[src/rtl/mbx_pkg.sv]
// Package: shared widths, control-bit positions, command codes and
// firmware state codes for the command mailbox.
package mbx_pkg;

    localparam int HOST_DW = 32;
    localparam int CMD_W   = 8;

    // Control register bit positions (host visible).
    localparam int CTL_BELL = 0;
    localparam int CTL_IEN  = 1;
    localparam int CTL_OVR  = 2;

    // Fixed register addresses; parameter words start at DATA_BASE.
    localparam int ADDR_CTRL = 0;
    localparam int ADDR_CMD  = 1;
    localparam int DATA_BASE = 2;

    // Command byte values carried through the mailbox (not decoded here).
    typedef enum logic [CMD_W-1:0] {
        CMD_SR_ENTER    = 8'h20,
        CMD_SR_LEAVE    = 8'h21,
        CMD_SR_CONFIG   = 8'h23,
        CMD_WAIT_LOOP   = 8'h31,
        CMD_PWM_FRAC    = 8'h6A,
        CMD_FW_INIT     = 8'h88,
        CMD_PMEM_INIT   = 8'h89,
        CMD_PHY_LOCK    = 8'h90,
        CMD_PHY_UNLOCK  = 8'h91
    } mbx_cmd_e;

    // Firmware state values written by the microcontroller.
    typedef enum logic [1:0] {
        FW_ABSENT  = 2'd0,
        FW_LOADED  = 2'd1,
        FW_RUNNING = 2'd2
    } mbx_fw_e;

endpackage

[src/rtl/mbx_addr_dec.sv]
// Module: mbx_addr_dec
// Turns one host write into at most one per-register write enable.
// Assumes host_addr is only meaningful while host_we is high; any
// address not mapped produces no enable.
module mbx_addr_dec
    import mbx_pkg::*;
#(
    parameter int ADDR_W   = 3,
    parameter int NUM_DATA = 3
) (
    input  logic                clk,
    input  logic                rst_n,
    input  logic                host_we,
    input  logic [ADDR_W-1:0]   host_addr,
    output logic                ctrl_we,
    output logic                cmd_we,
    output logic [NUM_DATA-1:0] data_we
);

    // Decode the two fixed registers.
    always_comb begin
        ctrl_we = host_we && (host_addr == ADDR_W'(ADDR_CTRL));
        cmd_we  = host_we && (host_addr == ADDR_W'(ADDR_CMD));
    end

    // One enable per parameter word.
    for (genvar gi = 0; gi < NUM_DATA; gi++) begin : g_data_dec
        assign data_we[gi] = host_we && (host_addr == ADDR_W'(DATA_BASE + gi));
    end

    // a single host write never reaches two registers.
    a_r10_one_target: assert property (@(posedge clk) disable iff (!rst_n)
        $onehot0({ctrl_we, cmd_we, data_we}))
        else $error("a_r10_one_target");

    // no enable without a host write strobe.
    a_r10_no_strobe: assert property (@(posedge clk) disable iff (!rst_n)
        !host_we |-> ({ctrl_we, cmd_we, data_we} == '0))
        else $error("a_r10_no_strobe");

endmodule

[src/rtl/mbx_payload_regs.sv]
// Module: mbx_payload_regs
// Holds the command byte and the parameter words the host loads before
// ringing the doorbell. Writes are always accepted; protection against
// overwriting a pending command is reported elsewhere, not enforced.
module mbx_payload_regs
    import mbx_pkg::*;
#(
    parameter int NUM_DATA = 3
) (
    input  logic                              clk,
    input  logic                              rst_n,
    input  logic                              cmd_we,
    input  logic [NUM_DATA-1:0]               data_we,
    input  logic [HOST_DW-1:0]                wdata,
    output logic [CMD_W-1:0]                  cmd_q,
    output logic [NUM_DATA-1:0][HOST_DW-1:0]  data_q
);

    // Command byte: only the low byte of the host word is kept.
    always_ff @(posedge clk) begin
        if (!rst_n)      cmd_q <= '0;
        else if (cmd_we) cmd_q <= wdata[CMD_W-1:0];
    end

    for (genvar gi = 0; gi < NUM_DATA; gi++) begin : g_word
        // Parameter word gi: full-width load on its own enable.
        always_ff @(posedge clk) begin
            if (!rst_n)          data_q[gi] <= '0;
            else if (data_we[gi]) data_q[gi] <= wdata;
        end

        // a word changes only when its own enable was seen.
        a_r5_word_hold: assert property (@(posedge clk) disable iff (!rst_n)
            !data_we[gi] |=> $stable(data_q[gi]))
            else $error("a_r5_word_hold");
    end

    // the command byte only moves on a command write.
    a_r4_cmd_hold: assert property (@(posedge clk) disable iff (!rst_n)
        !cmd_we |=> $stable(cmd_q))
        else $error("a_r4_cmd_hold");

endmodule

[src/rtl/mbx_doorbell.sv]
// Module: mbx_doorbell
// Doorbell handshake, interrupt enable and sticky overwrite error.
// The host can only set the doorbell; the microcontroller clears it with
// a done pulse. A set and a clear in the same cycle leave it set.
module mbx_doorbell
    import mbx_pkg::*;
(
    input  logic               clk,
    input  logic               rst_n,
    input  logic               ctrl_we,
    input  logic [HOST_DW-1:0] wdata,
    input  logic               payload_we,
    input  logic               uc_done,
    output logic               bell_q,
    output logic               ien_q,
    output logic               ovr_q,
    output logic               irq
);

    logic bell_set;
    logic ovr_clr;

    // Host-side requests decoded from a control write.
    always_comb begin
        bell_set = ctrl_we && wdata[CTL_BELL];
        ovr_clr  = ctrl_we && wdata[CTL_OVR];
    end

    // Doorbell: host set has priority over the done clear.
    always_ff @(posedge clk) begin
        if (!rst_n)        bell_q <= 1'b0;
        else if (bell_set) bell_q <= 1'b1;
        else if (uc_done)  bell_q <= 1'b0;
    end

    // Interrupt enable: plain read/write control bit.
    always_ff @(posedge clk) begin
        if (!rst_n)       ien_q <= 1'b0;
        else if (ctrl_we) ien_q <= wdata[CTL_IEN];
    end

    // Overwrite error: raised by payload writes under a pending doorbell.
    always_ff @(posedge clk) begin
        if (!rst_n)                     ovr_q <= 1'b0;
        else if (payload_we && bell_q)  ovr_q <= 1'b1;
        else if (ovr_clr)               ovr_q <= 1'b0;
    end

    // Level interrupt toward the microcontroller.
    assign irq = bell_q && ien_q;

    // reset leaves handshake state idle.
    a_r1_reset_idle: assert property (@(posedge clk)
        !rst_n |=> (!bell_q && !ien_q && !ovr_q))
        else $error("a_r1_reset_idle");

    // done without a concurrent set empties the doorbell.
    a_r2_done_clears: assert property (@(posedge clk) disable iff (!rst_n)
        (uc_done && !(ctrl_we && wdata[CTL_BELL])) |=> !bell_q)
        else $error("a_r2_done_clears");

    // a control write with bit 0 low cannot drop a pending doorbell.
    a_r3_zero_ignored: assert property (@(posedge clk) disable iff (!rst_n)
        (bell_q && !uc_done && ctrl_we && !wdata[CTL_BELL]) |=> bell_q)
        else $error("a_r3_zero_ignored");

    // payload write under a pending doorbell flags an error.
    a_r6_ovr_raise: assert property (@(posedge clk) disable iff (!rst_n)
        (payload_we && bell_q) |=> ovr_q)
        else $error("a_r6_ovr_raise");

    // the error only leaves on an explicit clear.
    a_r6_ovr_sticky: assert property (@(posedge clk) disable iff (!rst_n)
        (ovr_q && !(ctrl_we && wdata[CTL_OVR])) |=> ovr_q)
        else $error("a_r6_ovr_sticky");

    // enabling while pending (no done) yields an interrupt next cycle.
    a_r7_irq_follows: assert property (@(posedge clk) disable iff (!rst_n)
        (bell_q && !uc_done && ctrl_we && wdata[CTL_IEN]) |=> irq)
        else $error("a_r7_irq_follows");

    // set and done together end with the doorbell set.
    a_r9_set_wins: assert property (@(posedge clk) disable iff (!rst_n)
        (uc_done && ctrl_we && wdata[CTL_BELL]) |=> bell_q)
        else $error("a_r9_set_wins");

endmodule

[src/rtl/mbx_fw_state.sv]
// Module: mbx_fw_state
// Firmware-state scratch register owned by the microcontroller side.
// The host has read access only, via the top-level read mux.
module mbx_fw_state #(
    parameter int STATE_W = 8
) (
    input  logic               clk,
    input  logic               rst_n,
    input  logic               state_we,
    input  logic [STATE_W-1:0] state_wdata,
    output logic [STATE_W-1:0] state_q
);

    // Load on the microcontroller strobe only.
    always_ff @(posedge clk) begin
        if (!rst_n)        state_q <= '0;
        else if (state_we) state_q <= state_wdata;
    end

    // without the microcontroller strobe the value is held.
    a_r8_state_hold: assert property (@(posedge clk) disable iff (!rst_n)
        !state_we |=> $stable(state_q))
        else $error("a_r8_state_hold");

endmodule

[src/rtl/mbx_cmd_mailbox.sv]
// Module: mbx_cmd_mailbox
// Top of the host-to-microcontroller command mailbox: address decode,
// payload registers, doorbell handshake, firmware-state scratch and the
// host read mux. Assumes one host access per cycle on a single-cycle port.
module mbx_cmd_mailbox
    import mbx_pkg::*;
#(
    parameter int ADDR_W   = 3,
    parameter int NUM_DATA = 3,
    parameter int STATE_W  = 8
) (
    input  logic                        clk,
    input  logic                        rst_n,
    input  logic                        host_we,
    input  logic [ADDR_W-1:0]           host_addr,
    input  logic [HOST_DW-1:0]          host_wdata,
    output logic [HOST_DW-1:0]          host_rdata,
    input  logic                        uc_done,
    input  logic                        uc_state_we,
    input  logic [STATE_W-1:0]          uc_state_wdata,
    output logic [CMD_W-1:0]            uc_cmd,
    output logic [NUM_DATA*HOST_DW-1:0] uc_data,
    output logic                        uc_pending,
    output logic                        uc_irq
);

    localparam int ADDR_STATE = DATA_BASE + NUM_DATA;

    logic                             ctrl_we;
    logic                             cmd_we;
    logic [NUM_DATA-1:0]              data_we;
    logic                             payload_we;
    logic [CMD_W-1:0]                 cmd_q;
    logic [NUM_DATA-1:0][HOST_DW-1:0] data_q;
    logic                             bell_q;
    logic                             ien_q;
    logic                             ovr_q;
    logic                             irq;
    logic [STATE_W-1:0]               state_q;

    mbx_addr_dec #(.ADDR_W(ADDR_W), .NUM_DATA(NUM_DATA)) u_dec (
        .clk       (clk),
        .rst_n     (rst_n),
        .host_we   (host_we),
        .host_addr (host_addr),
        .ctrl_we   (ctrl_we),
        .cmd_we    (cmd_we),
        .data_we   (data_we)
    );

    assign payload_we = cmd_we || (|data_we);

    mbx_payload_regs #(.NUM_DATA(NUM_DATA)) u_payload (
        .clk     (clk),
        .rst_n   (rst_n),
        .cmd_we  (cmd_we),
        .data_we (data_we),
        .wdata   (host_wdata),
        .cmd_q   (cmd_q),
        .data_q  (data_q)
    );

    mbx_doorbell u_bell (
        .clk        (clk),
        .rst_n      (rst_n),
        .ctrl_we    (ctrl_we),
        .wdata      (host_wdata),
        .payload_we (payload_we),
        .uc_done    (uc_done),
        .bell_q     (bell_q),
        .ien_q      (ien_q),
        .ovr_q      (ovr_q),
        .irq        (irq)
    );

    mbx_fw_state #(.STATE_W(STATE_W)) u_state (
        .clk         (clk),
        .rst_n       (rst_n),
        .state_we    (uc_state_we),
        .state_wdata (uc_state_wdata),
        .state_q     (state_q)
    );

    // Microcontroller-side outputs.
    assign uc_cmd     = cmd_q;
    assign uc_data    = data_q;
    assign uc_pending = bell_q;
    assign uc_irq     = irq;

    // Host read mux; unmapped addresses return zero.
    always_comb begin
        host_rdata = '0;
        if (host_addr == ADDR_W'(ADDR_CTRL)) begin
            host_rdata[CTL_BELL] = bell_q;
            host_rdata[CTL_IEN]  = ien_q;
            host_rdata[CTL_OVR]  = ovr_q;
        end else if (host_addr == ADDR_W'(ADDR_CMD)) begin
            host_rdata[CMD_W-1:0] = cmd_q;
        end else if (host_addr == ADDR_W'(ADDR_STATE)) begin
            host_rdata[STATE_W-1:0] = state_q;
        end
        for (int i = 0; i < NUM_DATA; i++) begin
            if (host_addr == ADDR_W'(DATA_BASE + i)) host_rdata = data_q[i];
        end
    end

    // an interrupt is never raised without a pending doorbell.
    a_r7_irq_needs_bell: assert property (@(posedge clk) disable iff (!rst_n)
        uc_irq |-> uc_pending)
        else $error("a_r7_irq_needs_bell");

    // a doorbell write with no done lands as pending next cycle.
    a_r2_bell_rises: assert property (@(posedge clk) disable iff (!rst_n)
        (host_we && host_addr == ADDR_W'(ADDR_CTRL) && host_wdata[CTL_BELL])
        |=> uc_pending)
        else $error("a_r2_bell_rises");

endmodule

[config.mk]
export PLATFORM = sky130hd
export DESIGN_NAME = mbx_cmd_mailbox
export DESIGN_NICKNAME = d
export VERILOG_FILES = /design/src/rtl/mbx_pkg.sv /design/src/rtl/mbx_addr_dec.sv /design/src/rtl/mbx_payload_regs.sv /design/src/rtl/mbx_doorbell.sv /design/src/rtl/mbx_fw_state.sv /design/src/rtl/mbx_cmd_mailbox.sv
export SDC_FILE = /design/constraint.sdc
export NUM_CORES = 1
export LEC_CHECK = 0
export BUFFER_PORTS_ARGS = -buffer_cell sky130_fd_sc_hd__buf_4
export CORE_MARGIN = 5
export CORE_UTILIZATION = 35
export CTS_BUF_LIST = sky130_fd_sc_hd__clkbuf_16
export DETAILED_ROUTE_END_ITERATION = 16
export SLEW_MARGIN = 20
export SYNTH_ARGS = -nofsm -noshare
export SYNTH_HDL_FRONTEND = slang
export SYNTH_SLANG_ARGS = --single-unit
[constraint.sdc]
create_clock -name clk -period 1.1 [get_ports clk]
set_clock_uncertainty 0.2 [all_clocks]
set_input_delay 0 -clock clk [delete_from_list [all_inputs] [get_ports clk]]
set_output_delay 0 -clock clk [all_outputs]
set_load 0.02 [all_outputs]
---- Yosys cells after proc, flatten, opt, wreduce, memory -nomap -nowiden ----
Cells that the tools add are included.
word-level totals
  register bits after elaboration ......... 115
  output and inout port bits .............. 138
  word-level logic and storage cells ...... 38
  bits of input ports ..................... 48
operators by class
  reductions and logical operators ........ 14
  multiplexer cells ....................... 11
  eq/ne operators ......................... 5
operator list
  cell                                                 number
  two-way mux 32 bit                                   3
  two-way mux 8 bit                                    2
  logical AND 1 bit                                    9
  equality test 3 x 2 -> 1 bit, second input constant  2
  equality test 3 bit, second input constant           2
  two-way mux 5 bit                                    1
  two-way mux 1 bit                                    4
  nonzero test 2 bit                                   2
  equality test 3 x 1 -> 1 bit, second input constant  1
  logical NOT 3 bit                                    1
  two-way mux 3 bit                                    1
  OR reduction 3 bit                                   1
  logical OR 1 bit                                     1

---- Logic depth before layout (Yosys ltp) ----
Gate-level depths: netlist of the first run.
  depth in word-level cells ............... 7
  mapped depth ............................ 7
  mapped depth without buffers ............ 4

---- By module ----
Synthesis of the first run repeated with hierarchy kept, for this count alone.
unflattened totals
  cells, all modules ...................... 514
  area total of the unflattened synthesis .. 5467.7 µm²
by module, submodules not included
  module            area each (µm²)  times used  seq. area each (µm²)  cells each
  mbx_payload_regs  4060.1           1           2082.0                336
  mbx_cmd_mailbox   923.4            1           0.0                   136
  mbx_fw_state      301.5            1           160.2                 25
  mbx_doorbell      118.9            1           60.1                  12
  mbx_addr_dec      63.8             1           0.0                   5

---- Worst setup path after synthesis of the first run ----
Ideal clock, no wire load.
  path kind ............................... register -> output
  from .................................... reg u_payload.data_q[4] in the netlist's numbering
  to ...................................... out host_rdata[4]
  data arrival time ....................... 1276 ps
  data required time ...................... 900 ps
  path slack .............................. -376 ps
  buffers on the path ..................... 0
  stages on the path, launching flop included .. 4
  path through ............................ dfxtp_1 nor2b_1 o21ai_0 a221oi_1
between the ends
  word-level cells in the longest chain between the ends .. 3
RTL lines
  item                               RTL line                text
  from (decl)                        mbx_payload_regs.sv:16  output logic [NUM_DATA-1:0][HOST_DW-1:0] data_q
  from (signal, indexed assignment)  mbx_payload_regs.sv:29  else if (data_we[gi]) data_q[gi] <= wdata;
  two-way mux 32 bit (3 in a row)    mbx_cmd_mailbox.sv:103  if (host_addr == ADDR_W'(DATA_BASE + i)) host_rdata = data_q[i];
  to (decl)                          mbx_cmd_mailbox.sv:17   output logic [HOST_DW-1:0] host_rdata,
Every way passes these cells.

---- Worst setup path in the final report of the first run ----
  from .................................... reg u_payload.cmd_q[0]
  to ...................................... out host_rdata[0]
between the ends
  word-level cells in the longest chain between the ends .. 5
RTL lines
  item                             RTL line                text
  from (decl)                      mbx_payload_regs.sv:15  output logic [CMD_W-1:0] cmd_q,
  from (signal assigned)           mbx_payload_regs.sv:22  else if (cmd_we) cmd_q <= wdata[CMD_W-1:0];
  two-way mux 8 bit                mbx_cmd_mailbox.sv:97   end else if (host_addr == ADDR_W'(ADDR_CMD)) begin
  two-way mux 3 bit                mbx_cmd_mailbox.sv:93   if (host_addr == ADDR_W'(ADDR_CTRL)) begin
  two-way mux 32 bit (3 in a row)  mbx_cmd_mailbox.sv:103
Every way passes these cells.

==> reports/qor.txt, run 1 <==
TIMING
------------------------------------------------------------------------------------------
Shortest period the worst path allows .......................................      1881 ps
Worst max-slew margin expressed relative to the limit .......................       0.7734
Final hold viol count .......................................................            1
Final TNS setup .............................................................    -16430 ps
Setup repair after global routing missed its margin .........................          yes
Worst path setup slack after routing ........................................    -781.2 ps
Measured slew at the worst slew-check pin ...................................     339.9 ps
Maximum clock frequency .....................................................    531.6 MHz
Number of max-slew violations in the final report ...........................            0
Setup-violating endpoint count in the final report ..........................          104
Hold_ws .....................................................................    -101.4 ps
Final worst path period share ...............................................        1.710

LAYOUT
------------------------------------------------------------------------------------------
Post-Layout Cell Count ......................................................         1210
Number of diodes added for antenna fixing ...................................            0
Number of nets in the layout ................................................         1057
Final core area utilization .................................................       0.6737
Area added between synthesis and finish .....................................       89.92%
Cell area after layout ......................................................   10200 um^2
Layout cell share with drive strength beyond 1 ..............................       0.5303

SYNTH
------------------------------------------------------------------------------------------
Synth Register Bits .........................................................          115
Post-synthesis simple-gate area fraction ....................................       0.2208
Mux share of post-synthesis cell area .......................................      0.06591
Post-synth EDFFs ............................................................            0
Primary flip-flop cell chosen by synthesis mapping .......................... sky130_fd_sc_hd__dfxtp_1
Part of the Yosys area used for sequential elements .........................       0.4285
Number of nets produced by synthesis ........................................          717
Cell type with the largest total area after synthesis ....................... sky130_fd_sc_hd__dfxtp_1
Distinct cells, synth .......................................................           31
Cells after Synth ...........................................................          669
Yosys warnings ..............................................................            0
Compound-Gate Fraction of Synth Area ........................................       0.2301
Proportion of netlist area held by the largest area contributor .............       0.4285
Leading cell types by total area after synthesis ............................ sky130_fd_sc_hd__dfxtp_1, sky130_fd_sc_hd__nand2_1, sky130_fd_sc_hd__a21boi_1, sky130_fd_sc_hd__mux2i_1, sky130_fd_sc_hd__a21boi_0
Most used standard cells in the synthesized netlist ......................... sky130_fd_sc_hd__nand2_1, sky130_fd_sc_hd__dfxtp_1, sky130_fd_sc_hd__a21boi_1
Proportion of register bits with asynchronous set or reset after synthesis ..            0
Cell area after synthesis ...................................................    5373 um^2
Combinational family with the most area after synthesis ..................... compound AO/OA/AOI/OAI gates
Share of synthesized cell area in full adder, half adder and majority cells .            0
Area share of xor/xnor cells in the synthesized design ......................            0
Most used standard cell by instance count after synthesis ................... sky130_fd_sc_hd__nand2_1
Post-synthesis area per instance ............................................   8.031 um^2

CTS
------------------------------------------------------------------------------------------
Hold Buf Count CTS ..........................................................           44
Root Buffer Master .......................................................... sky130_fd_sc_hd__clkbuf_16
H-tree Lvls .................................................................            4
Clock-pin slew of the registers on the worst-case setup and hold paths ......        50 ps
Worst skew pair latency .....................................................       410 ps
Number of buffers created by CTS ............................................           17
Clock Path Buffers ..........................................................            2
TritonCTS clock tree ........................................................         done
Number of sinks handled by clock tree synthesis .............................          115

GLOBAL ROUTE
------------------------------------------------------------------------------------------
Wire length of the first global-routing pass ................................     32090 um
Total track usage ...........................................................       0.2253
Number of global-route vias before repair ...................................         6060
Initial antenna violation count .............................................            0
Global-route congestion overflow total ......................................            0
Largest net degree at the start of global routing ...........................           73

CRITICAL PATH
------------------------------------------------------------------------------------------
Startpoint class of the critical path .......................................    flip-flop
Reg-to-reg critical path startpoint ......................................... u_payload.cmd_q[2]$_SDFFE_PN0N_
Crit path buffers/inverters .................................................            1
Max incr delay on CP ........................................................       380 ps
Required time of the worst setup path .......................................       900 ps
Ordered list of cells on the worst path ..................................... nand2_2 > o22ai_2 > nor2_1 > a221oi_2 > buf_4
Class of the most critical setup path .......................................   reg -> out
Critical register-to-register path endpoint ................................. u_payload.cmd_q[2]$_SDFFE_PN0N_
R2r setup slk ...............................................................        30 ps
Worst-path fanout max .......................................................            2
Worst Reg-to-Reg Cells ......................................................            5
Crit-path slowest cell ...................................................... sky130_fd_sc_hd__a221oi_2
Cell family with most CP delay .............................................. compound AO/OA/AOI/OAI gates
Critical path data arrival time .............................................      1680 ps
CP endpoint kind ............................................................   output pin

FLOORPLANNING
------------------------------------------------------------------------------------------
Chip height .................................................................     133.9 um
Number of cell rows .........................................................           45
Ports placed on the boundary ................................................          186
Die width ...................................................................     133.9 um
Area of the core ............................................................   15150 um^2
Die outline area ............................................................   17930 um^2
Starting density of the core ................................................       0.3547

PWR
------------------------------------------------------------------------------------------
Power after layout ..........................................................     11670 uW
Cell area power density ..................................................... 1144 nW/um^2
Largest voltage drop on the vdd net .........................................    0.9806 mV
Leak pwr ....................................................................  0.004235 uW

ROUTE
------------------------------------------------------------------------------------------
Violation count after the first detailed-routing iteration ..................          284
Drt via density .............................................................        5.051
Via Count ...................................................................         6112
Length of the first detailed-routing pass in iterations .....................            5
Post-detailed-route wirelength per cell .....................................     17.83 um
Post-route DRC ..............................................................            0
Wire length reported by the detailed router .................................     21570 um
Count of antenna-violating nets left after detailed routing .................            0

RUN
------------------------------------------------------------------------------------------
Number of max-capacitance violations reported ...............................            0

PLACED DESIGN
------------------------------------------------------------------------------------------
Detailed placer's ending HPWL ...............................................     13740 um
Post-placement cell count ...................................................         1073
Last weighted congestion value of the routability-driven placer .............       0.8717
Input/output buffers ........................................................          185
Cell area reported after detailed placement .................................    7666 um^2

RUN STATUS
------------------------------------------------------------------------------------------
Violated checks ............................................................. negative hold slack, negative setup slack
Run status .................................................................. finished, violations left

WORST HOLD PATH
------------------------------------------------------------------------------------------
Worst Hold Path EP .......................................................... u_bell.ien_q$_SDFFE_PN0N_
Worst hold path depth .......................................................            5
Startpoint of the worst hold path ........................................... host_addr[2]
Worst hold-check path type ..................................................    in -> reg

area by class of cell:
type / count / area [um^2]
Fill cell: 1129 / 4942
Timing Repair Buffer: 374 / 3832
Multi-Input combinational cell: 497 / 3037
Sequential cell: 115 / 2480
Clock buffer: 19 / 475.5
Tap cell: 188 / 235.2
Clock inverter: 13 / 128.9
Inverter: 4 / 15.01
per-layer routing:
| layer | up-vias | share of wire | global-route usage |
|---|---|---|---|
| met2 | 196 | 0.49 | 0.3793 |
| li1 | 2926 | - | - |
| met5 | - | 0 | 0 |
| met1 | 2954 | 0.43 | 0.2843 |
| met4 | 0 | 0.018 | 0.06914 |
| met3 | 36 | 0.062 | 0.05701 |
worst reg2reg max path, stage by stage, from the launching register on:
cell,delay [ps]
sky130_fd_sc_hd__dfxtp_4,340
sky130_fd_sc_hd__buf_4,130
sky130_fd_sc_hd__buf_6,100
sky130_fd_sc_hd__buf_6,110
sky130_fd_sc_hd__nand2_2,40
sky130_fd_sc_hd__a21boi_1,40
flip-flops by register name (all words and copies together) (netlist names):
| name | cells |
|---|---|
| u_bell.bell_q | 1 |
| u_bell.ien_q | 1 |
| u_bell.ovr_q | 1 |
| u_payload.cmd_q | 8 |
| u_payload.data_q | 96 |
| u_state.state_q | 8 |
where the power goes:
part	leakage, uW	switching [uW]	total [uW]	internal (uW)
logic	0.00295	837	1750	913
registers	0.000990	88.4	4340	4260
clock network	0.000290	2000	5580	3570
how the worst max path moves through the flow:
stage | startpoint | end | slack (ps) | cells past startpoint
after CTS | u_payload.cmd_q[0]$_SDFFE_PN0N_ | host_rdata[0] | -740 | 5
after detailed placement | host_addr[2] | u_payload.data_q[43]$_SDFFE_PN0P_ | -390 | 6
after floorplan | u_payload.cmd_q[2]$_SDFFE_PN0N_ | host_rdata[2] | -220 | 4
final | u_payload.cmd_q[0]$_SDFFE_PN0N_ | host_rdata[0] | -780 | 5
after global routing | u_payload.cmd_q[2]$_SDFFE_PN0N_ | host_rdata[2] | -860 | 5
after global placement | host_addr[0] | host_rdata[7] | -310 | 7
cell usage in the layout, fill, tap and decap left out, drive strengths merged:
cell type	instances
buf	329
nand2	242
dfxtp	115
a21boi	106
dlygate4sd3	44
mux2i	32
o21ai	29
clkbuf	20
nor2b	14
a21oi	13
o22ai	11
nand2b	10
a221oi	8
nor2	7
clkinv	7
nand3	6
inv	5
a2bb2oi	5
and3	4
mux2	3
nor3	3
clkinvlp	3
bufinv	2
and2b	1
and2	1
a32oi	1
o211ai	1
kinds of logic (layout without fill, tap and decap cells):
group                  Yosys count  in the layout
muxes                           35             35
and+or+nand+nor                288            288
AOI/OAI and AO/OA              174            174
buffers and inverters           57            410
DFF                            115            115
per-stage QoR:
step / hold WS [ps] / worst slack [ps]
floorplan: -75.46 / -222.5
global route: -69.92 / -857.5
detailed placement: 71.66 / -388.1
CTS: -57.86 / -737.2
finish: -101.4 / -781.2
global placement: 57.46 / -314.6
timing repair:
item	in CTS	in global routing
pin swaps	12	15
resized for setup	295	72
buffers inserted	37	49
endpoints found under the hold margin	115	1
cloned	0	1
setup endpoints to repair	138	187
Note: power is estimated with default switching activity, not from simulation.
==> inputs of run 2 (changes only) <==
==> constraint.sdc (replaced) <==
create_clock -name clk -period 1.1 [get_ports clk]
set_clock_uncertainty 0.2 [all_clocks]
set_input_delay 0.11 -clock clk [delete_from_list [all_inputs] [get_ports clk]]
set_output_delay 0.11 -clock clk [all_outputs]
set_load 0.02 [all_outputs]
==> reports/qor.txt, run 2 (synthesis results as in run 1) <==
RUN STATUS
-------------------------------------------------------------------------------------
Run status ............................................................. finished, violations left
Violated checks ........................................................ negative setup slack

WORST HOLD PATH
-------------------------------------------------------------------------------------
Worst hold-check path type .............................................    in -> reg

GLOBAL ROUTE
-------------------------------------------------------------------------------------
Initial antenna violation count ........................................            0   unchanged
Global-route congestion overflow total .................................            0   unchanged
Total track usage ......................................................       0.2457   +0.02037
Number of global-route vias before repair ..............................         6443   +6.3%
Largest net degree at the start of global routing ......................           42   -42%
Wire length of the first global-routing pass ...........................     34830 um   +8.5%

PWR
-------------------------------------------------------------------------------------
Proportion of power drawn by the clock network .........................        0.472   -0.006
Cell internal pwr ......................................................      8886 uW   +1.6%
Part of the total power dissipated in sequential elements ..............        0.364   -0.008
Largest voltage drop on the vdd net ....................................    0.9432 mV   -3.8%
Switching share of total power .........................................       0.2589   +0.007998
Switching pwr ..........................................................      3104 uW   +6.0%
Leak pwr ...............................................................  0.004528 uW   +6.9%
Proportion of power drawn by combinational gates .......................        0.164   +0.014
Cell area power density ................................................ 1105 nW/um^2   -3.4%

LAYOUT
-------------------------------------------------------------------------------------
Area taken by multi-input logic gates ..................................    3279 um^2   +8.0%
Registers with the highest flip-flop counts ............................ u_payload.data_q: 96 flops, u_payload.cmd_q: 8 flops, u_state.state_q: 8 flops
Most common cell after layout, fill and taps aside ..................... sky130_fd_sc_hd__nand2_1
Number of nets in the layout ...........................................         1079   +2.1%
Largest register FFs ...................................................           96   unchanged
Count of fill cells added during filler insertion ......................         1067   -5.5%
Post-Layout Cell Count .................................................         1233   +1.9%
Reg with most FFs ...................................................... u_payload.data_q
Final core area utilization ............................................       0.7162   +0.04254
Layout cell share with drive strength beyond 1 .........................       0.5738   +0.04342
FF+latch area ..........................................................    2466 um^2   -0.55%
Area added between synthesis and finish ................................       101.9%
Most frequent cells in the layout ...................................... sky130_fd_sc_hd__nand2_1, sky130_fd_sc_hd__buf_6, sky130_fd_sc_hd__buf_4, sky130_fd_sc_hd__dfxtp_2, sky130_fd_sc_hd__a21boi_1

ROUTE
-------------------------------------------------------------------------------------
Length of the first detailed-routing pass in iterations ................            5   unchanged
Violation count after the first detailed-routing iteration .............          271   -4.6%
Post-detailed-route wirelength per cell ................................     19.15 um   +7.4%
Count of antenna-violating nets left after detailed routing ............            0   unchanged
Post-route DRC .........................................................            0   unchanged
Via Count ..............................................................         6403   +4.8%
Drt via density ........................................................        5.193   +2.8%
Wire length reported by the detailed router ............................     23610 um   +9.5%

TIMING
-------------------------------------------------------------------------------------
Worst path setup slack after routing ...................................    -800.4 ps   -19.17 ps
Final worst path period share ..........................................        1.728   +0.01743
Shortest period the worst path allows ..................................      1900 ps   +19.17 ps
Measured slew at the worst slew-check pin ..............................     296.7 ps   -43.21 ps
Worst max-slew margin expressed relative to the limit ..................       0.8022   +0.02881
Final hold viol count ..................................................            0   -1
Maximum clock frequency ................................................    526.2 MHz   -1.0%
Number of max-slew violations in the final report ......................            0   unchanged
Setup repair after global routing missed its margin ....................          yes
Setup-violating endpoint count in the final report .....................          140   +35%

CRITICAL PATH
-------------------------------------------------------------------------------------
Startpoint class of the critical path ..................................    flip-flop
Required time of the worst setup path ..................................       790 ps   -110 ps
CP endpoint kind .......................................................   output pin
Worst-path fanout max ..................................................            2   unchanged
Critical path data arrival time ........................................      1590 ps   -90 ps
Class of the most critical setup path ..................................   reg -> out

FLOORPLANNING
-------------------------------------------------------------------------------------
Die width ..............................................................     133.9 um   unchanged
Number of cell rows ....................................................           45   unchanged
Area of the core .......................................................   15150 um^2   unchanged
Die outline area .......................................................   17930 um^2   unchanged
Starting density of the core ...........................................       0.3547   unchanged
Ports placed on the boundary ...........................................          186   unchanged
Chip height ............................................................     133.9 um   unchanged

PLACED DESIGN
-------------------------------------------------------------------------------------
Detailed placer's ending HPWL ..........................................     14340 um   +4.4%
Input/output buffers ...................................................          185   unchanged
Post-placement cell count ..............................................         1098   +2.3%
Last weighted congestion value of the routability-driven placer ........       0.8816   +1.1%

RUN
-------------------------------------------------------------------------------------
Number of max-capacitance violations reported ..........................            0   unchanged

CTS
-------------------------------------------------------------------------------------
Worst skew pair latency ................................................       410 ps   about the same
Number of sinks handled by clock tree synthesis ........................          115   unchanged
H-tree Lvls ............................................................            4   unchanged
Clock Path Buffers .....................................................            2   unchanged
Root Buffer Master ..................................................... sky130_fd_sc_hd__clkbuf_16
Clock-pin slew of the registers on the worst-case setup and hold paths .        50 ps   about the same
TritonCTS clock tree ...................................................         done
Number of buffers created by CTS .......................................           17   unchanged

run 2: layer usage:
layer  GRT usage  wire length, um  vias up
li1            -                -     2970
met2      0.4385            12290      246
met3     0.06339             1442       37
met1      0.2804             9356     3150
met5           0                0        -
met4     0.09600              524        0
run 2: stage by stage:
step                total power [uW]  area [um^2]  TNS (ps)  setup slack [ps]  hold slack [ps]
floorplan                       5176         5717    -13180            -335.1            34.54
CTS                            11920        10260    -30980            -746.1            57.71
detailed placement              5909         8023    -49130            -543.0            179.7
finish                         11990        10850    -31180            -800.4            86.99
global route                   12410        10850    -37250            -883.7            107.9
global placement                5880         8023    -46050            -484.7            169.3
run 2: area by class of cell:
type / instances / area share
sequential: 115 / 0.2273
antenna: 1 / 0.0002307
clock inverter: 15 / 0.01707
clock buffer: 17 / 0.03922
multi-input combinational: 497 / 0.3023
inverter: 4 / 0.001384
timing repair buffer: 396 / 0.3908
tap: 188 / 0.02168
run 2: worst max-delay path, stage by stage (launching register included):
cell and delay, ps:
sky130_fd_sc_hd__dfxtp_2 340, sky130_fd_sc_hd__nand2_1 90, sky130_fd_sc_hd__o22ai_4 170, sky130_fd_sc_hd__o22ai_2 140, sky130_fd_sc_hd__a221oi_2 240, sky130_fd_sc_hd__buf_4 190
run 2: what timing repair did:
action,4_1_cts,5_1_grt
gates cloned,1,4
gates resized for setup,344,82
endpoints found under the hold margin,115,0
setup endpoints to repair,138,160
pin swaps,21,20
hold buffers,44,0
setup buffers,17,57
run 2: path summary, 6_finish.rpt:
check | startpoint | to | slack (ps) | cells past startpoint
max | u_state.state_q[2]$_SDFFE_PN0P_ | host_rdata[2] | -800 | 5
min | host_addr[2] | u_bell.ovr_q$_SDFFE_PN0P_ | 90 | 5
max reg2reg | u_bell.bell_q$_SDFFE_PN0P_ | u_bell.ovr_q$_SDFFE_PN0P_ | -60 | 5
min reg2reg | u_payload.data_q[89]$_SDFFE_PN0P_ | u_payload.data_q[89]$_SDFFE_PN0P_ | 270 | 2
run 2: power by group through the flow:
| stage | combinational [uW] | sequential, uW | clock, uW |
|---|---|---|---|
| 2_1_floorplan | 662 | 4510 | 0 |
| 3_3_place_gp | 1450 | 4430 | 0 |
| 6_report | 1970 | 4360 | 5660 |
| 5_1_grt | 2070 | 4370 | 5970 |
| 3_5_place_dp | 1480 | 4430 | 0 |
| 4_1_cts | 1810 | 4370 | 5740 |
